`src/rtl/raid_map_pkg.sv`:
```
// Shared types for the striped array mapper.
package raid_map_pkg;
    // Layout code carried with each request.
    typedef enum logic [1:0] {
        LAY_STRIPE = 2'd0,
        LAY_DEDIC  = 2'd1,
        LAY_ROTATE = 2'd2,
        LAY_RSVD   = 2'd3
    } layout_e;

    // Control states of the request sequencer.
    typedef enum logic [1:0] {
        ST_IDLE = 2'd0,
        ST_DIV1 = 2'd1,
        ST_DIV2 = 2'd2,
        ST_RESP = 2'd3
    } seq_state_e;
endpackage

```
`src/rtl/raid_map_divider.sv`:
```
// Iterative restoring divider: one quotient bit per cycle.
// Assumes divisor is nonzero and start is only raised when idle;
// done pulses for one cycle QW cycles after start.
module raid_map_divider #(
    parameter int QW = 16,
    parameter int DV = 3
) (
    input  logic          clk,
    input  logic          rst_n,
    input  logic          start,
    input  logic [QW-1:0] dividend,
    input  logic [DV-1:0] divisor,
    output logic          done,
    output logic [QW-1:0] quotient,
    output logic [DV-1:0] remainder
);
    localparam int CW = $clog2(QW + 1);

    logic [DV-1:0] rem_q;
    logic [QW-1:0] quo_q;
    logic [DV-1:0] dvs_q;
    logic [CW-1:0] cnt_q;
    logic [DV:0]   trial;
    logic [DV:0]   diff;
    logic          fits;

    // Shift in the next dividend bit and try a subtraction.
    always_comb begin
        trial = {rem_q, quo_q[QW-1]};
        diff  = trial - {1'b0, dvs_q};
        fits  = (trial >= {1'b0, dvs_q});
    end

    // Iteration registers: load on start, then one step per cycle.
    always_ff @(posedge clk) begin
        if (!rst_n) begin
            rem_q <= '0;
            quo_q <= '0;
            dvs_q <= '0;
            cnt_q <= '0;
            done  <= 1'b0;
        end else begin
            done <= 1'b0;
            if (start) begin
                rem_q <= '0;
                quo_q <= dividend;
                dvs_q <= divisor;
                cnt_q <= CW'(QW);
            end else if (cnt_q != '0) begin
                rem_q <= fits ? diff[DV-1:0] : trial[DV-1:0];
                quo_q <= {quo_q[QW-2:0], fits};
                cnt_q <= cnt_q - 1'b1;
                if (cnt_q == CW'(1)) done <= 1'b1;
            end
        end
    end

    assign quotient  = quo_q;
    assign remainder = rem_q;

    // a finished division leaves a remainder below the divisor.
    a_r2_rem_lt_div: assert property (@(posedge clk) disable iff (!rst_n)
        done |-> (remainder < dvs_q));
    // the sequencer never restarts a division in flight.
    a_r6_start_when_idle: assert property (@(posedge clk) disable iff (!rst_n)
        start |-> (cnt_q == '0));
endmodule

```
`src/rtl/raid_map_layout.sv`:
```
// Combinational placement of a block inside its stripe.
// Inputs are the stripe position (block mod width) and, for the
// rotating layout, the stripe index mod NDISK. Parity layouts are
// only built when NDISK >= 3; below that they fall back to striping.
module raid_map_layout
    import raid_map_pkg::*;
#(
    parameter int NDISK  = 4,
    parameter int DV     = 3,
    parameter int DISK_W = 2
) (
    input  layout_e           mode,
    input  logic [DV-1:0]     pos,
    input  logic [DV-1:0]     rot,
    output logic [DISK_W-1:0] disk,
    output logic [DISK_W-1:0] par_disk,
    output logic              par_en
);
    localparam logic [DV-1:0] LAST = DV'(NDISK - 1);

    logic [DV-1:0] rot_pdisk;
    logic [DV-1:0] rot_disk;

    generate
        if (NDISK >= 3) begin : g_parity
            // Rotating parity: parity walks down one disk per stripe,
            // data skips over it in ascending order.
            always_comb begin
                rot_pdisk = LAST - rot;
                rot_disk  = (pos >= rot_pdisk) ? pos + DV'(1) : pos;
            end

            // Select the placement for the requested layout.
            always_comb begin
                unique case (mode)
                    LAY_DEDIC: begin
                        disk     = pos[DISK_W-1:0];
                        par_disk = LAST[DISK_W-1:0];
                        par_en   = 1'b1;
                    end
                    LAY_ROTATE: begin
                        disk     = rot_disk[DISK_W-1:0];
                        par_disk = rot_pdisk[DISK_W-1:0];
                        par_en   = 1'b1;
                    end
                    default: begin
                        disk     = pos[DISK_W-1:0];
                        par_disk = '0;
                        par_en   = 1'b0;
                    end
                endcase
            end
        end else begin : g_plain
            // Too few disks for parity: everything is plain striping.
            always_comb begin
                rot_pdisk = rot;
                rot_disk  = pos;
                disk      = pos[DISK_W-1:0];
                par_disk  = '0;
                par_en    = 1'b0;
            end
        end
    endgenerate
endmodule

```
`src/rtl/raid_map_parity.sv`:
```
// Streaming XOR accumulator for one stripe at a time.
// Words with valid are folded in; the word flagged last closes the
// stripe, publishes the result and clears the running value.
module raid_map_parity #(
    parameter int DATA_W = 32
) (
    input  logic              clk,
    input  logic              rst_n,
    input  logic              in_valid,
    input  logic [DATA_W-1:0] in_data,
    input  logic              in_last,
    output logic [DATA_W-1:0] out_par,
    output logic              out_done
);
    logic [DATA_W-1:0] acc_q;

    // Accumulate, and on the last word publish and restart.
    always_ff @(posedge clk) begin
        if (!rst_n) begin
            acc_q    <= '0;
            out_par  <= '0;
            out_done <= 1'b0;
        end else begin
            out_done <= 1'b0;
            if (in_valid) begin
                if (in_last) begin
                    out_par  <= acc_q ^ in_data;
                    acc_q    <= '0;
                    out_done <= 1'b1;
                end else begin
                    acc_q <= acc_q ^ in_data;
                end
            end
        end
    end

    // done only follows an accepted last word.
    a_r8_done_after_last: assert property (@(posedge clk) disable iff (!rst_n)
        out_done |-> $past(in_valid && in_last));
    // a closed stripe leaves the accumulator empty.
    a_r9_restart_empty: assert property (@(posedge clk) disable iff (!rst_n)
        out_done |-> (acc_q == '0));
endmodule

```
`src/rtl/raid_map_top.sv`:
```
// Striped array block address mapper.
// Accepts one request at a time, divides the block number by the
// stripe width (and, for rotating parity, the stripe by NDISK) in a
// shared iterative divider, then presents the placement until taken.
// Assumes 2 <= NDISK <= 8; parity layouts need NDISK >= 3.
module raid_map_top
    import raid_map_pkg::*;
#(
    parameter int NDISK  = 4,
    parameter int LBA_W  = 16,
    parameter int DATA_W = 32,
    localparam int DISK_W = $clog2(NDISK),
    localparam int DV     = $clog2(NDISK + 1)
) (
    input  logic              clk,
    input  logic              rst_n,
    input  logic              req_valid,
    output logic              req_ready,
    input  logic [LBA_W-1:0]  req_lba,
    input  logic [1:0]        req_mode,
    output logic              rsp_valid,
    input  logic              rsp_ready,
    output logic [DISK_W-1:0] rsp_disk,
    output logic [LBA_W-1:0]  rsp_offset,
    output logic [DISK_W-1:0] rsp_par_disk,
    output logic              rsp_par_en,
    output logic [LBA_W-1:0]  rsp_stripe,
    input  logic              par_valid,
    input  logic [DATA_W-1:0] par_data,
    input  logic              par_last,
    output logic [DATA_W-1:0] par_out,
    output logic              par_done
);
    localparam logic [DV-1:0] W_PLAIN  = DV'(NDISK);
    localparam logic [DV-1:0] W_PARITY = DV'(NDISK - 1);
    localparam bit            HAS_PAR  = (NDISK >= 3);

    seq_state_e       state_q;
    layout_e          mode_q;
    layout_e          req_lay;
    logic [LBA_W-1:0] stripe_q;
    logic [DV-1:0]    pos_q;
    logic [DV-1:0]    rot_q;

    logic             div_start;
    logic [LBA_W-1:0] div_dividend;
    logic [DV-1:0]    div_divisor;
    logic             div_done;
    logic [LBA_W-1:0] div_quo;
    logic [DV-1:0]    div_rem;

    assign req_lay = layout_e'(req_mode);

    // Pick the divider operands for the current step.
    always_comb begin
        div_start    = 1'b0;
        div_dividend = req_lba;
        div_divisor  = W_PLAIN;
        if (state_q == ST_IDLE && req_valid) begin
            div_start = 1'b1;
            if (HAS_PAR && (req_lay == LAY_DEDIC || req_lay == LAY_ROTATE))
                div_divisor = W_PARITY;
        end else if (state_q == ST_DIV1 && div_done && HAS_PAR && mode_q == LAY_ROTATE) begin
            div_start    = 1'b1;
            div_dividend = div_quo;
            div_divisor  = W_PLAIN;
        end
    end

    // Request sequencer: accept, divide once or twice, then hold.
    always_ff @(posedge clk) begin
        if (!rst_n) begin
            state_q  <= ST_IDLE;
            mode_q   <= LAY_STRIPE;
            stripe_q <= '0;
            pos_q    <= '0;
            rot_q    <= '0;
        end else begin
            unique case (state_q)
                ST_IDLE: if (req_valid) begin
                    mode_q  <= req_lay;
                    state_q <= ST_DIV1;
                end
                ST_DIV1: if (div_done) begin
                    stripe_q <= div_quo;
                    pos_q    <= div_rem;
                    state_q  <= div_start ? ST_DIV2 : ST_RESP;
                end
                ST_DIV2: if (div_done) begin
                    rot_q   <= div_rem;
                    state_q <= ST_RESP;
                end
                ST_RESP: if (rsp_ready) state_q <= ST_IDLE;
                default: state_q <= ST_IDLE;
            endcase
        end
    end

    raid_map_divider #(.QW(LBA_W), .DV(DV)) u_div (
        .clk       (clk),
        .rst_n     (rst_n),
        .start     (div_start),
        .dividend  (div_dividend),
        .divisor   (div_divisor),
        .done      (div_done),
        .quotient  (div_quo),
        .remainder (div_rem)
    );

    raid_map_layout #(.NDISK(NDISK), .DV(DV), .DISK_W(DISK_W)) u_lay (
        .mode     (mode_q),
        .pos      (pos_q),
        .rot      (rot_q),
        .disk     (rsp_disk),
        .par_disk (rsp_par_disk),
        .par_en   (rsp_par_en)
    );

    raid_map_parity #(.DATA_W(DATA_W)) u_par (
        .clk      (clk),
        .rst_n    (rst_n),
        .in_valid (par_valid),
        .in_data  (par_data),
        .in_last  (par_last),
        .out_par  (par_out),
        .out_done (par_done)
    );

    assign req_ready  = (state_q == ST_IDLE);
    assign rsp_valid  = (state_q == ST_RESP);
    assign rsp_offset = stripe_q;
    assign rsp_stripe = stripe_q;

    // an accepted request blocks further requests and has no instant response.
    a_r6_busy_after_accept: assert property (@(posedge clk) disable iff (!rst_n)
        (req_valid && req_ready) |=> (!req_ready && !rsp_valid));
    // a response waiting for the consumer does not move.
    a_r7_hold_response: assert property (@(posedge clk) disable iff (!rst_n)
        (rsp_valid && !rsp_ready) |=> (rsp_valid && $stable(rsp_disk)
            && $stable(rsp_offset) && $stable(rsp_par_disk) && $stable(rsp_par_en)));
    // data disk is inside the array.
    a_r10_disk_range: assert property (@(posedge clk) disable iff (!rst_n)
        rsp_valid |-> (int'(rsp_disk) < NDISK));
    // data never lands on the parity disk.
    a_r10_par_differs: assert property (@(posedge clk) disable iff (!rst_n)
        (rsp_valid && rsp_par_en) |-> (rsp_disk != rsp_par_disk));
    // the fixed layout keeps parity on the highest disk.
    a_r3_dedic_last_disk: assert property (@(posedge clk) disable iff (!rst_n)
        (rsp_valid && mode_q == LAY_DEDIC && HAS_PAR) |-> (int'(rsp_par_disk) == NDISK - 1));
endmodule

```
`config.mk`:
```
export PLATFORM = sky130hd
export DESIGN_NAME = raid_map_top
export DESIGN_NICKNAME = d
export VERILOG_FILES = /design/src/rtl/raid_map_pkg.sv /design/src/rtl/raid_map_divider.sv /design/src/rtl/raid_map_layout.sv /design/src/rtl/raid_map_parity.sv /design/src/rtl/raid_map_top.sv
export SDC_FILE = /design/constraint.sdc
export NUM_CORES = 1
export LEC_CHECK = 0
export BUFFER_PORTS_ARGS = -buffer_cell sky130_fd_sc_hd__buf_2
export CAP_MARGIN = 20
export CORE_MARGIN = 1.5
export CORE_UTILIZATION = 54
export DETAILED_ROUTE_END_ITERATION = 8
export GPL_TIMING_DRIVEN = 0
export PLACE_DENSITY = 0.92
export REMOVE_ABC_BUFFERS = 1
export SLEW_MARGIN = 40
export SYNTH_ARGS = -nofsm -noshare
export SYNTH_HDL_FRONTEND = slang
export SYNTH_SLANG_ARGS = --single-unit
```
`constraint.sdc`:
```
create_clock -name clk -period 3.04 [get_ports clk]
set_input_delay 0.304 -clock clk [delete_from_list [all_inputs] [get_ports clk]]
set_output_delay 0.304 -clock clk [all_outputs]
set_load 0.03 [all_outputs]
```
# [Word-level counts from Yosys, hierarchy flattened]
# Index checks and enable logic that the tools add are counted.
[totals] register_bits=119 latch_bits=0 ram_bits=0 mem_bits_ro=0 output_inout_bits=72 wordCells=77 memories=0
[op_classes] add_sub_neg=4 mul=0 div_mod_pow=0 order_cmp=2 eq_ne=13 shifts=0 mux=24 bitwise_logic=3 n_reduce_logical=17
[ops] op="$mux 16" n=4
[ops] op="$mux 32" n=1
[ops] op="$xor 32x32->32" n=1
[ops] op="$mux 2" n=6
[ops] op="$reduce_and 2->1" n=6
[ops] op="$mux 5" n=2
[ops] op="$mux 3" n=3
[ops] op="$eq 2x2->1 const B" n=4
[ops] op="$pmux 2 s4" n=1
[ops] op="$eq 2x1->1 const B" n=3
[ops] op="$mux 1" n=6
[ops] op="$ne 2x1->1 const B" n=3
[ops] op="$eq 5x1->1 const B" n=1
[ops] op="$reduce_bool 5->1" n=1
[ops] op="$sub 5x1->5 const B" n=1
[ops] op="$ge 4x3->1" n=1
[ops] op="$pmux 2 s2" n=1
[ops] op="$reduce_and 4->1" n=1
[ops] op="$reduce_or 2->1" n=2
[ops] op="$ge 3x3->1" n=1
[ops] op="$logic_and 1x1->1" n=3
[ops] op="$ne 3x3->1 const B" n=1
[ops] op="$reduce_or 3->1" n=1
[ops] op="$sub 2x3->3 const A" n=1
[ops] op="other kinds (7)" n=8

# [Logic depth before layout (Yosys ltp)]
[logic_depth] depth_word=8 mapped_depth=8 mapped_depth_nobuf=7

# [Hierarchy]
# From an unflattened synthesis, not the netlist that was laid out.
[unflattened] cells_unflattened=679 hier_area_um2=6194.7
[modules_own_cells] module="raid_map_parity" instances=1 cells_per_inst=326 area_per_inst_um2=3309.4
[modules_own_cells] module="raid_map_top" instances=1 cells_per_inst=168 area_per_inst_um2=1407.6
[modules_own_cells] module="raid_map_divider" instances=1 cells_per_inst=161 area_per_inst_um2=1325.0
[modules_own_cells] module="raid_map_layout" instances=1 cells_per_inst=24 area_per_inst_um2=152.6

# [Least setup slack after synthesis]
# OpenSTA, ideal clock, no wires.
[synth_path] kind="register -> output" start="reg pos_q[0]" end="out rsp_disk[0]" arrival_ps=1690 t_required_ps=2736 path_slack_ps=1046 stages_incl_launch_ff=7 path_cell_list="dfxtp_1 -> inv_1 -> ha_1 -> nand2b_1 -> a211oi_1 -> nor3b_1 -> xnor2_1"
[synth_between] elab_chain_len=3 elab_cells_between_ends=4
[synth_lines] item="start, declared" line="raid_map_top.sv:42" source="logic [DV-1:0] pos_q;"
[synth_lines] item="start signal, assigned" line="raid_map_top.sv:86" source="pos_q <= div_rem;"
[synth_lines] item="$ge 3x3->1 or $add 2x1->2 (tied branches)" line="raid_map_layout.sv:30" source="rot_disk = (pos >= rot_pdisk) ? pos + DV'(1) : pos;"
[synth_lines] item="$mux 2" line="raid_map_layout.sv:30"
[synth_lines] item="$mux 2 (*)" line="raid_map_layout.sv:35" source="unique case (mode)"
[synth_lines] item="end, declared" line="raid_map_top.sv:23" source="output logic [DISK_W-1:0] rsp_disk,"
# Every way passes the cells marked *; elsewhere a longest branch is shown, timed or not.

# [Worst setup path in the final report]
# Same ends and word-level chain as after synthesis.

==> summary.md <==
| Metric | Value |
|---|---|
| Status | `finished, final reports clean` |
| Core region area | `0.00982 mm2` |
| Layout cell share with drive strength beyond 1 | `0.217` |
| Worst Setup Start Kind | `flip-flop` |
| Number of CTS-inserted buffers | `17` |
| Die Wd | `104 um` |
| Final hold violation count | `0` |
| Slew HR | `0.509` |
| Reg clk slew, reported paths | `around 60 ps` |
| CP peak stage delay | `360 ps` |
| Root Buffer | `clkbuf_8` |
| Data required time at the worst endpoint | `around 2700 ps` |
| First-pass DRT Iterations | `5` |
| Reg-to-reg endpoint | `u_div.dvs_q[1]` |
| Synth Area in Simple Gates | `0.184` |
| RSZ-0062 raised after global routing | `false` |
| Worst Hold Class | `in2reg` |
| Iter 0 DRT Violations | `242` |
| Wire per inst | `13.4 um` |
| Primary FF master, synth | `dfxtp_1` |
| # DRC | `0` |
| Final setup TNS | `0 ps` |
| Post-synth top area cell | `dfxtp_1` |
| First-pass GRT wire length | `~21,000 um` |
| Top post-synthesis cells by area | `dfxtp_1 (43%), nand2_1 (10%), o21ai_0 (7.8%)` |
| Clock skew | `10.6 ps` |
| Clock Path Buffers | `2` |
| Fin crit period | `2580 ps` |
| Routed wl met3 | `957 um` |
| Post-Synthesis Cell Area | `0.00548 mm2` |
| PostCTS Resize Cnt | `0` |
| HP Start | `req_lba[11]` |
| Synth Area in XOR/XNOR | `0.0607` |
| Number of global-route vias before repair | `4,547` |
| Worst path cell trace | `inv_1 > ha_1 > nand2b_1 > a211oi_1 > nor3b_1 > xnor2_1 > buf_2` |
| Delay-heaviest family, CP | `flip-flops` |
| Nets | `~840` |
| Switching share of power | `0.338` |
| Post-DP HPWL | `7800 um` |
| Async set-or-reset flop fraction in the synthesized netlist | `0` |
| Remaining antenna violation count | `0` |
| Pre-CTS WS | `984 ps` |
| Syn_area_per_cell | `8.11 um2` |
| Levels on crit path | `7` |
| Die ar. | `0.0108 mm2` |
| Via/cell ratio | `approximately 5.3` |
| Met1 wire length | `5220 um` |
| Yosys warns | `0` |
| FF+latch count, synth | `~120` |
| Area Growth Syn to Fin | `20.6%` |
| GP Congestion | `0.833` |
| Row count | `36` |
| Post-synthesis mux area share | `0.00365` |
| Setup slack after layout | `461 ps` |
| R2R cell count | `6` |
| Final setup fails | `0` |
| Leakage | `2.76 nW` |
| Worst-Skew Late Latency | `510 ps` |
| Cts hold-fix bufs | `0` |
| Num ports | `128` |
| Crit path kind | `reg2out` |
| FMAX | `388 MHz` |
| Synth Area in Adders | `0.0379` |
| Slew Viols, Final | `0` |
| VDD IR-drop max | `0.414 mV` |
| Net Sw Power | `1.79 mW` |
| GRT overflow | `0` |
| Post-synthesis sequential area ratio | `0.431` |
| Met2 WL | `roughly 5900 um` |
| PD cells | `between 700 and 800 mW/mm2` |
| Worst reg2reg setup slack | `930 ps` |
| Least-Margin Pin Slew | `737 ps` |
| Post-Synthesis Cells | `676` |
| Drt total wl | `12,300 um` |
| Final period utilization | `0.848` |
| Total track usage | `0.236` |
| Largest family of logic cells by synthesized area | `compound AO/OA/AOI/OAI gates` |
| RR Startpoint | `state_q[0]` |
| Crit path capture type | `output pin` |
| Clock Power Share | `0.360` |
| IO buf count | `between 100 and 150` |
| Initial antenna violation count | `0` |
| Top Metal Used | `met4` |
| Sink Count | `between 100 and 150` |
| Hold depth | `3` |
| Crit path max fanout | `3` |
| Worst Path Buf+Inv | `2` |
| Combinational Power Share | `0.274` |
| DR vias | `4,848` |
| Reg power frac | `0.365` |
| # Post-CTS Setup Buffers | `0` |
| Die extent in y | `between 100 and 150 um` |
| Initial Util | `0.558` |
| Synth cell types | `42` |
| Hold Path End | `u_div.quotient[11]` |
| Top-area cell type share of the netlist area | `0.431` |
| CTS tree | `yes` |
| Internal | `~3.5 mW` |
| Largest net degree at the start of global routing | `79` |
| Post-synthesis compound-gate area fraction | `0.211` |
| Crit path DAT | `2270 ps` |
| Max cap viols | `0` |
| Slowest-stage cell, CP | `dfxtp_1` |
| # diodes | `0` |
| H-tree depth | `4` |
| Post-synth EDFFs | `0` |
layout by cell type (no fill, tap or decap), types with 2 or more instances in the layout:
cell type   instances
xor2_1              2
clkinvlp_4          5
o21ai_0            85
a21oi_1            40
o21ai_1            29
bufinv_16           2
nand3b_1            3
dfxtp_1           118
inv_6               3
clkbuf_16          16
a211oi_1            3
buf_8               2
a21boi_0           24
nand2_1           148
nor2_1             13
inv_1              18
buf_2             126
nor3_1              2
mux2i_1             2
clkinv_4            2
xnor2_1            36
nand2b_1            4
nor2b_1             3
clkinv_2            2
a31oi_1            15
nand3_1             8
and2_1             34
ha_1               15
worst max-delay path by stage:
stage	from	end	slack, ps
finish	pos_q[0]	rsp_disk[0]	460
global route	pos_q[0]	rsp_disk[1]	330
CTS	pos_q[0]	rsp_disk[0]	470
detailed placement	state_q[0]	u_div.dvs_q[1]	980
global placement	par_valid	u_par.acc_q[12]	-130
floorplan	state_q[0]	u_div.quotient[10]	810
worst reg2reg max path, cell delays in order (launching register included):
cell and delay, ps:
dfxtp_1 330, inv_1 140, ha_1 360, nand2_1 280, nand2b_1 560, o21ai_0 150
and2_1 180
final cells by class:
class                      instances  area, um2
timing repair buffer             130        699
inverter                          18       67.6
tap                              133        166
fill                             792       3210
sequential                       118       2360
multi-input combinational        485       2750
clock inverter                    14        151
clock buffer                      18        418
kinds of logic (layout without fill, tap and decap cells):
| logic type | Yosys count | in the layout |
|---|---|---|
| adder cells (fa/ha/maj) | 16 | 16 |
| XOR/XNOR | 38 | 38 |
| AND/OR/NAND/NOR | 223 | 223 |
| flip-flops | 118 | 118 |
| AO/OA/AOI/OAI | 206 | 206 |
| multiplexers | 2 | 2 |
| buffers and inverters | 73 | 180 |
layer usage:
layer / vias to the layer above / global-route usage
li1: 2445 / -
met1: 2210 / 0.283
met2: 174 / 0.399
met3: 19 / 0.0724
met4: 0 / 0.0863
met5: - / 0
Yosys cell counts, types with 4 or more instances:
| cell type | n |
|---|---|
| nor2_1 | 13 |
| nand2_1 | 148 |
| inv_1 | 18 |
| o21ai_1 | 30 |
| a31oi_1 | 15 |
| a21oi_1 | 40 |
| ha_1 | 15 |
| nand2b_1 | 4 |
| nand3_1 | 8 |
| buf_4 | 18 |
| xnor2_1 | 36 |
| o21ai_0 | 85 |
| clkbuf_1 | 18 |
| nor2b_1 | 4 |
| a21boi_0 | 24 |
| dfxtp_1 | 118 |
| and2_1 | 35 |
| buf_2 | 14 |
power groups by stage:
stage	registers (mW)	clock network, mW	logic (mW)
after floorplan	1.98	0	0.976
after global placement	1.95	0	1.33
after detailed placement	1.95	0	1.43
after CTS	1.93	1.93	1.45
after global routing	1.96	1.99	1.62
final	1.93	1.90	1.45
registers in the layout, indices dropped and copies added (netlist names):
signal and flops:
pos_q 3, u_div.cnt_q 5, u_par.out_par 32, u_div.done 1, u_div.remainder 3, u_par.acc_q 32
u_div.dvs_q 2, u_div.quotient 16, state_q 2, mode_q 2, rot_q 3, u_par.out_done 1
rsp_offset 16
stage by stage:
stage	power (mW)	utilization	hold WS [ps]	std cells	instance area, um2
after floorplan	2.95	-	420	621	5160
after global placement	3.27	0.607	449	881	5960
after detailed placement	3.38	0.615	450	884	6040
after CTS	5.30	0.673	29.1	916	6610
after global routing	5.56	0.673	34.9	916	6610
final	5.28	0.673	48.9	916	6610
Note: power is estimated with default switching activity, not from simulation.
